File: config.mk
export PLATFORM = sky130hd
export DESIGN_NAME = irq_status_unit
export DESIGN_NICKNAME = d
export VERILOG_FILES = /design/src/rtl/irq_pkg.sv /design/src/rtl/irq_src_bank.sv /design/src/rtl/irq_mask_reg.sv /design/src/rtl/irq_line_gen.sv /design/src/rtl/irq_read_port.sv /design/src/rtl/irq_status_unit.sv
export SDC_FILE = /design/constraint.sdc
export NUM_CORES = 1
export LEC_CHECK = 0
export BUFFER_PORTS_ARGS = -buffer_cell sky130_fd_sc_hd__buf_2
export CORE_MARGIN = 5
export CORE_UTILIZATION = 43
export CTS_CLUSTER_SIZE = 30
export DETAILED_ROUTE_END_ITERATION = 10
export MAX_ROUTING_LAYER = met4
export PLACE_DENSITY = 0.85
export SLEW_MARGIN = 20
export SYNTH_ARGS = -nofsm -noshare
export SYNTH_HDL_FRONTEND = slang
export SYNTH_HIERARCHICAL = 1
export SYNTH_SLANG_ARGS = --single-unit
File: constraint.sdc
create_clock -name clk -period 3.2 [get_ports clk]
set_input_delay 0.64 -clock clk [delete_from_list [all_inputs] [get_ports clk]]
set_output_delay 0.64 -clock clk [all_outputs]
set_load 0.01 [all_outputs]
File: src/rtl/irq_pkg.sv
package irq_pkg;

    // Event positions shared by the source and enable registers
    typedef enum int {
        EVB_TX_DONE  = 0,
        EVB_TX_ERR   = 1,
        EVB_RX_FRAME = 2,
        EVB_RX_ERR   = 3,
        EVB_RX_DROP  = 4,
        EVB_TX_CTRL  = 5,
        EVB_RX_CTRL  = 6
    } evt_bit_e;

    localparam int unsigned EVT_COUNT = 7;

    // Decoded bus access for one cycle
    typedef struct packed {
        logic wr_src;
        logic wr_mask;
        logic rd;
        logic sel_src;
        logic sel_mask;
    } bus_dec_t;

endpackage

File: src/rtl/irq_src_bank.sv
module irq_src_bank #(
    parameter int unsigned NUM_EVT = 7
) (
    input  logic               clk,
    input  logic               rst_n,
    input  logic [NUM_EVT-1:0] evt_i,
    input  logic               clr_en_i,
    input  logic [NUM_EVT-1:0] clr_bits_i,
    output logic [NUM_EVT-1:0] src_o
);

    typedef struct packed {
        logic [NUM_EVT-1:0] src;
    } src_state_t;

    src_state_t st_d, st_q;

    always_comb begin
        st_d = st_q;
        for (int i = 0; i < NUM_EVT; i++) begin
            if (clr_en_i && clr_bits_i[i]) st_d.src[i] = 1'b0;
            if (evt_i[i])                  st_d.src[i] = 1'b1;  // set wins
        end
    end

    always_ff @(posedge clk) begin
        if (!rst_n) st_q <= '0;
        else        st_q <= st_d;
    end

    assign src_o = st_q.src;

    for (genvar g = 0; g < NUM_EVT; g++) begin : g_chk
        // an event always leaves its flag set
        p_evt_sets_r2: assert property (@(posedge clk) disable iff (!rst_n)
            evt_i[g] |=> src_o[g]);
        // a clear without a competing event empties the flag
        p_clear_r3: assert property (@(posedge clk) disable iff (!rst_n)
            (clr_en_i && clr_bits_i[g] && !evt_i[g]) |=> !src_o[g]);
        // no event and no clear leaves the flag alone
        p_hold_r3: assert property (@(posedge clk) disable iff (!rst_n)
            (!evt_i[g] && !(clr_en_i && clr_bits_i[g])) |=> $stable(src_o[g]));
    end

endmodule

File: src/rtl/irq_mask_reg.sv
module irq_mask_reg #(
    parameter int unsigned NUM_EVT = 7
) (
    input  logic               clk,
    input  logic               rst_n,
    input  logic               wr_en_i,
    input  logic [NUM_EVT-1:0] wdata_i,
    output logic [NUM_EVT-1:0] mask_o
);

    typedef struct packed {
        logic [NUM_EVT-1:0] mask;
    } mask_state_t;

    mask_state_t st_d, st_q;

    always_comb begin
        st_d = st_q;
        if (wr_en_i) st_d.mask = wdata_i;
    end

    always_ff @(posedge clk) begin
        if (!rst_n) st_q <= '0;
        else        st_q <= st_d;
    end

    assign mask_o = st_q.mask;

    // load on write, hold otherwise
    p_mask_load_r5: assert property (@(posedge clk) disable iff (!rst_n)
        wr_en_i |=> (mask_o == $past(wdata_i)));
    p_mask_hold_r5: assert property (@(posedge clk) disable iff (!rst_n)
        !wr_en_i |=> $stable(mask_o));

endmodule

File: src/rtl/irq_line_gen.sv
module irq_line_gen #(
    parameter int unsigned NUM_EVT = 7
) (
    input  logic               clk,
    input  logic               rst_n,
    input  logic [NUM_EVT-1:0] src_i,
    input  logic [NUM_EVT-1:0] mask_i,
    output logic               irq_o
);

    typedef struct packed {
        logic irq;
    } line_state_t;

    line_state_t st_d, st_q;

    always_comb begin
        st_d     = st_q;
        st_d.irq = |(src_i & mask_i);
    end

    always_ff @(posedge clk) begin
        if (!rst_n) st_q <= '0;
        else        st_q <= st_d;
    end

    assign irq_o = st_q.irq;

    // line follows enabled pending flags one cycle later
    p_irq_rise_r6: assert property (@(posedge clk) disable iff (!rst_n)
        (|(src_i & mask_i)) |=> irq_o);
    p_irq_quiet_r6: assert property (@(posedge clk) disable iff (!rst_n)
        !(|(src_i & mask_i)) |=> !irq_o);

endmodule

File: src/rtl/irq_read_port.sv
module irq_read_port #(
    parameter int unsigned NUM_EVT = 7,
    parameter int unsigned DATA_W  = 32
) (
    input  logic               clk,
    input  logic               rst_n,
    input  logic               rd_en_i,
    input  logic               sel_src_i,
    input  logic               sel_mask_i,
    input  logic [NUM_EVT-1:0] src_i,
    input  logic [NUM_EVT-1:0] mask_i,
    output logic [DATA_W-1:0]  rdata_o
);

    localparam int unsigned PAD_W = DATA_W - NUM_EVT;

    typedef struct packed {
        logic [DATA_W-1:0] rdata;
    } rd_state_t;

    rd_state_t          st_d, st_q;
    logic [NUM_EVT-1:0] pick;

    always_comb begin
        st_d = st_q;
        pick = '0;
        if (sel_src_i)       pick = src_i;
        else if (sel_mask_i) pick = mask_i;
        if (rd_en_i) st_d.rdata = {{PAD_W{1'b0}}, pick};
    end

    always_ff @(posedge clk) begin
        if (!rst_n) st_q <= '0;
        else        st_q <= st_d;
    end

    assign rdata_o = st_q.rdata;

    // padding bits never reach the bus
    p_upper_zero_r7: assert property (@(posedge clk) disable iff (!rst_n)
        rdata_o[DATA_W-1:NUM_EVT] == '0);
    // read data holds between reads
    p_rd_hold_r9: assert property (@(posedge clk) disable iff (!rst_n)
        !rd_en_i |=> $stable(rdata_o));

endmodule

File: src/rtl/irq_status_unit.sv
module irq_status_unit
    import irq_pkg::*;
#(
    parameter int unsigned       NUM_EVT   = EVT_COUNT,
    parameter int unsigned       DATA_W    = 32,
    parameter int unsigned       ADDR_W    = 8,
    parameter logic [ADDR_W-1:0] SRC_ADDR  = 8'h04,
    parameter logic [ADDR_W-1:0] MASK_ADDR = 8'h08
) (
    input  logic               clk,
    input  logic               rst_n,
    input  logic               bus_en,
    input  logic               bus_we,
    input  logic [ADDR_W-1:0]  bus_addr,
    input  logic [DATA_W-1:0]  bus_wdata,
    output logic [DATA_W-1:0]  bus_rdata,
    input  logic [NUM_EVT-1:0] evt_i,
    output logic               irq_o
);

    bus_dec_t           dec;
    logic [NUM_EVT-1:0] src;
    logic [NUM_EVT-1:0] mask;

    always_comb begin
        dec          = '0;
        dec.sel_src  = (bus_addr == SRC_ADDR);
        dec.sel_mask = (bus_addr == MASK_ADDR);
        dec.wr_src   = bus_en && bus_we && dec.sel_src;
        dec.wr_mask  = bus_en && bus_we && dec.sel_mask;
        dec.rd       = bus_en && !bus_we;
    end

    irq_src_bank #(.NUM_EVT(NUM_EVT)) u_src (
        .clk        (clk),
        .rst_n      (rst_n),
        .evt_i      (evt_i),
        .clr_en_i   (dec.wr_src),
        .clr_bits_i (bus_wdata[NUM_EVT-1:0]),
        .src_o      (src)
    );

    irq_mask_reg #(.NUM_EVT(NUM_EVT)) u_mask (
        .clk     (clk),
        .rst_n   (rst_n),
        .wr_en_i (dec.wr_mask),
        .wdata_i (bus_wdata[NUM_EVT-1:0]),
        .mask_o  (mask)
    );

    irq_line_gen #(.NUM_EVT(NUM_EVT)) u_line (
        .clk    (clk),
        .rst_n  (rst_n),
        .src_i  (src),
        .mask_i (mask),
        .irq_o  (irq_o)
    );

    irq_read_port #(.NUM_EVT(NUM_EVT), .DATA_W(DATA_W)) u_rd (
        .clk        (clk),
        .rst_n      (rst_n),
        .rd_en_i    (dec.rd),
        .sel_src_i  (dec.sel_src),
        .sel_mask_i (dec.sel_mask),
        .src_i      (src),
        .mask_i     (mask),
        .rdata_o    (bus_rdata)
    );

    // unmapped writes leave both registers untouched
    p_unmapped_r8: assert property (@(posedge clk) disable iff (!rst_n)
        (bus_en && bus_we && !dec.sel_src && !dec.sel_mask && evt_i == '0)
        |=> ($stable(mask) && $stable(src)));

endmodule

==> results_dict.tcl <==
set metrics [dict create \
    status "finished, final reports clean" \
    final.period_utilization_pct 62.8 \
    cts_made_buffers 3 \
    avgSynthCellArea_um2 8.81 \
    netlist_instances 129 \
    n_fill_cell 241 \
    gp_congestion 0.759 \
    hpwl_mm 1.85 \
    synth-edff-count 0 \
    core_area_mm2 0.00250 \
    slowest_delay_ns 0.63 \
    synth_flop_cell "dfxtp_1" \
    io_buffer_count 33 \
    tns_ns 0 \
    area_growth_pct 13.2 \
    yosys.area.top_type "dfxtp_1" \
    cts_tree "built" \
    cp_slowest_cell "nor3_1" \
    hold_violations 0 \
    drc 0 \
    grt_max_degree 23 \
    nets 217 \
    dr.pass1.iters 5 \
    antenna_cells 0 \
    synth_area_leaders "dfxtp_1 (39%), buf_4 (17%), a31oi_1 (8.3%), mux2i_1 (6.2%), o21ai_0 (6.2%)" \
    drv_slew 0 \
    critPathRequiredTime_ns 3.44 \
    fin_cells 195 \
    layout-drive-gt1-share_pct 25.5 \
    start_util_pct 45.4 \
    cap_violations 0 \
    grt_pass1_wl_mm 3.55 \
    seqPwrFrac_pct 51.4 \
    die_x_um 61.4 \
    netSwitchingPower_uw 133 \
    combinationalPowerShare_pct 11.0 \
    drt_iter0_markers 42 \
    yosysTopAreaCellShare_pct 38.8 \
    crit_path_end_kind "flop" \
    path_buf_inv 1 \
    postCtsHoldBufs 0 \
    first_global_vias 835 \
    crit_fanout 7 \
    crit_type "input port to flop" \
    relSlewSlack_pct 51.4 \
    vias 947 \
    skew_ns 0.0105 \
    swShare_pct 23.4 \
    root_buffer "clkbuf_4" \
    synth_seq_area_share_pct 38.8 \
    fin_hold_ws_ns 0.508 \
    ant_nets 0 \
    dp_cells 191 \
    cp.arrival_ns 2.25 \
    multi_input_area_um2 538 \
    ctsResizeCount 0 \
    ys_ff_latch 22 \
    worst_ir_drop_vdd_mv 0.355 \
    routed_wl_mm 2.39 \
    seqCellArea_um2 440 \
    h-tree-depth 1 \
    dieArea_mm2 0.00377 \
    yosysUniqueCellTypes 18 \
    die_h_um 61.4 \
    antenna_found_initial 0 \
    hold_class "input port to flop" \
    worst_slew_pin_slew_ns 0.724 \
    clk_latency_ns 0.32 \
    postCtsSetupBuffers 0 \
    clkTransAtPathRegs_ns 0.13 \
    path_delay_family "simple AND/OR/NAND/NOR gates" \
    yosys-top-cells-count "buf_4 (26), dfxtp_1 (22), a31oi_1 (15), o21ai_0 (14)" \
    intPower_uw 436 \
    cts_sinks 22 \
    grtUsageTotal_pct 12.6 \
    reg2reg_slack_ns 2.17 \
    max-clock-path-buffers 2 \
    path_cells "buf_2 > or4_4 > nor3_1 > nand3b_1 > a31oi_1" \
    rows 18 \
    setup_viol 0 \
    clock.fmax_ghz 0.498 \
    yosysMostFrequentCell "buf_4" \
    routedWlPerCell_um 12.2 \
    p_leak_nw 0.562 \
    total_power_uw 569 \
    cp-start-kind "input port" \
    fin_crit_ns 2.01 \
    synth-async-reset-ratio_pct 0 \
    avgViaCountPerCell 4.86 \
    rsz0062_at_grt "false" \
    clock_power_share_pct 37.6 \
    grt-ovfl-total 0 \
    synth_area_mm2 0.00114 \
    num_io_pins 84 \
    power_density_mw_per_mm2 443 \
    synth-warning-count 6 \
]
-- per-stage QoR --
step / util (%) / area [um^2] / setup slack, ns
2_1_floorplan: - / 1230 / 1.04
3_3_place_gp: 49.3 / 1230 / 0.947
3_5_place_dp: 49.3 / 1230 / 0.872
4_1_cts: 51.5 / 1290 / 1.20
5_1_grt: 51.5 / 1290 / 1.09
6_report: 51.5 / 1290 / 1.19
-- registers in the layout, summed over array words and instances, names as in the netlist --
register	flops
u_src/src_o	7
u_rd/rdata_o	7
u_line/irq_o	1
u_mask/mask_o	7
-- metal layers --
layer	routed length, um	up-vias	global-route usage (%)
met2	1270	46	22.5
met5	0	-	-
li1	-	474	-
met1	882	425	13.8
met3	209	2	2.10
met4	24	0	5.45
-- worst reg2reg max path, delay by kind of cell, from the launching register on --
kind,cells,cell delay (ns)
compound gates,2,0.56
flops,1,0.36
-- final timing paths --
path	from	to	cells after the start
max reg2reg	u_src/src_o[3]	u_line/irq_o	2
max	bus_addr[1]	u_rd/rdata_o[5]	5
min	bus_wdata[4]	u_src/src_o[4]	2
min reg2reg	u_src/src_o[2]	u_rd/rdata_o[2]	2
-- cells in the final DEF (no fill, tap or decap), types with 7 or more instances in the layout --
cell type and instances:
dfxtp_1 22, nand3b_1 7, conb_1 25, mux2i_1 7
inv_1 8, nor2b_1 8, nand2_1 8, buf_2 33
o21ai_0 14, a31oi_1 15
-- cell families (layout without fill, tap and decap cells) --
group / count (synthesis) / count (layout) / synth area share (%)
flops: 22 / 22 / 38.8
simple gates: 31 / 31 / 16.3
buf+inv: 36 / 48 / 21.8
mux: 7 / 7 / 6.17
other cells: 1 / 25 / 0.330
compound gates: 32 / 32 / 16.6
-- final cells by class --
cell class | count | area share, %
clock buffers | 3 | 1.75
flip-flops and latches | 22 | 34.2
inverters | 8 | 2.33
well taps | 30 | 2.92
clock inverters | 1 | 2.33
multi-input cells | 95 | 41.8
repair buffers | 36 | 14.6
-- power groups by stage --
stage                     registers (mW)  logic (mW)  clock network [mW]
after floorplan                    0.299      0.0549                   0
after global placement             0.298      0.0601                   0
after detailed placement           0.298      0.0617                   0
after CTS                          0.292      0.0620               0.216
after global routing               0.294      0.0702               0.229
final                              0.293      0.0629               0.214
Power figures use the tool's default switching activity.
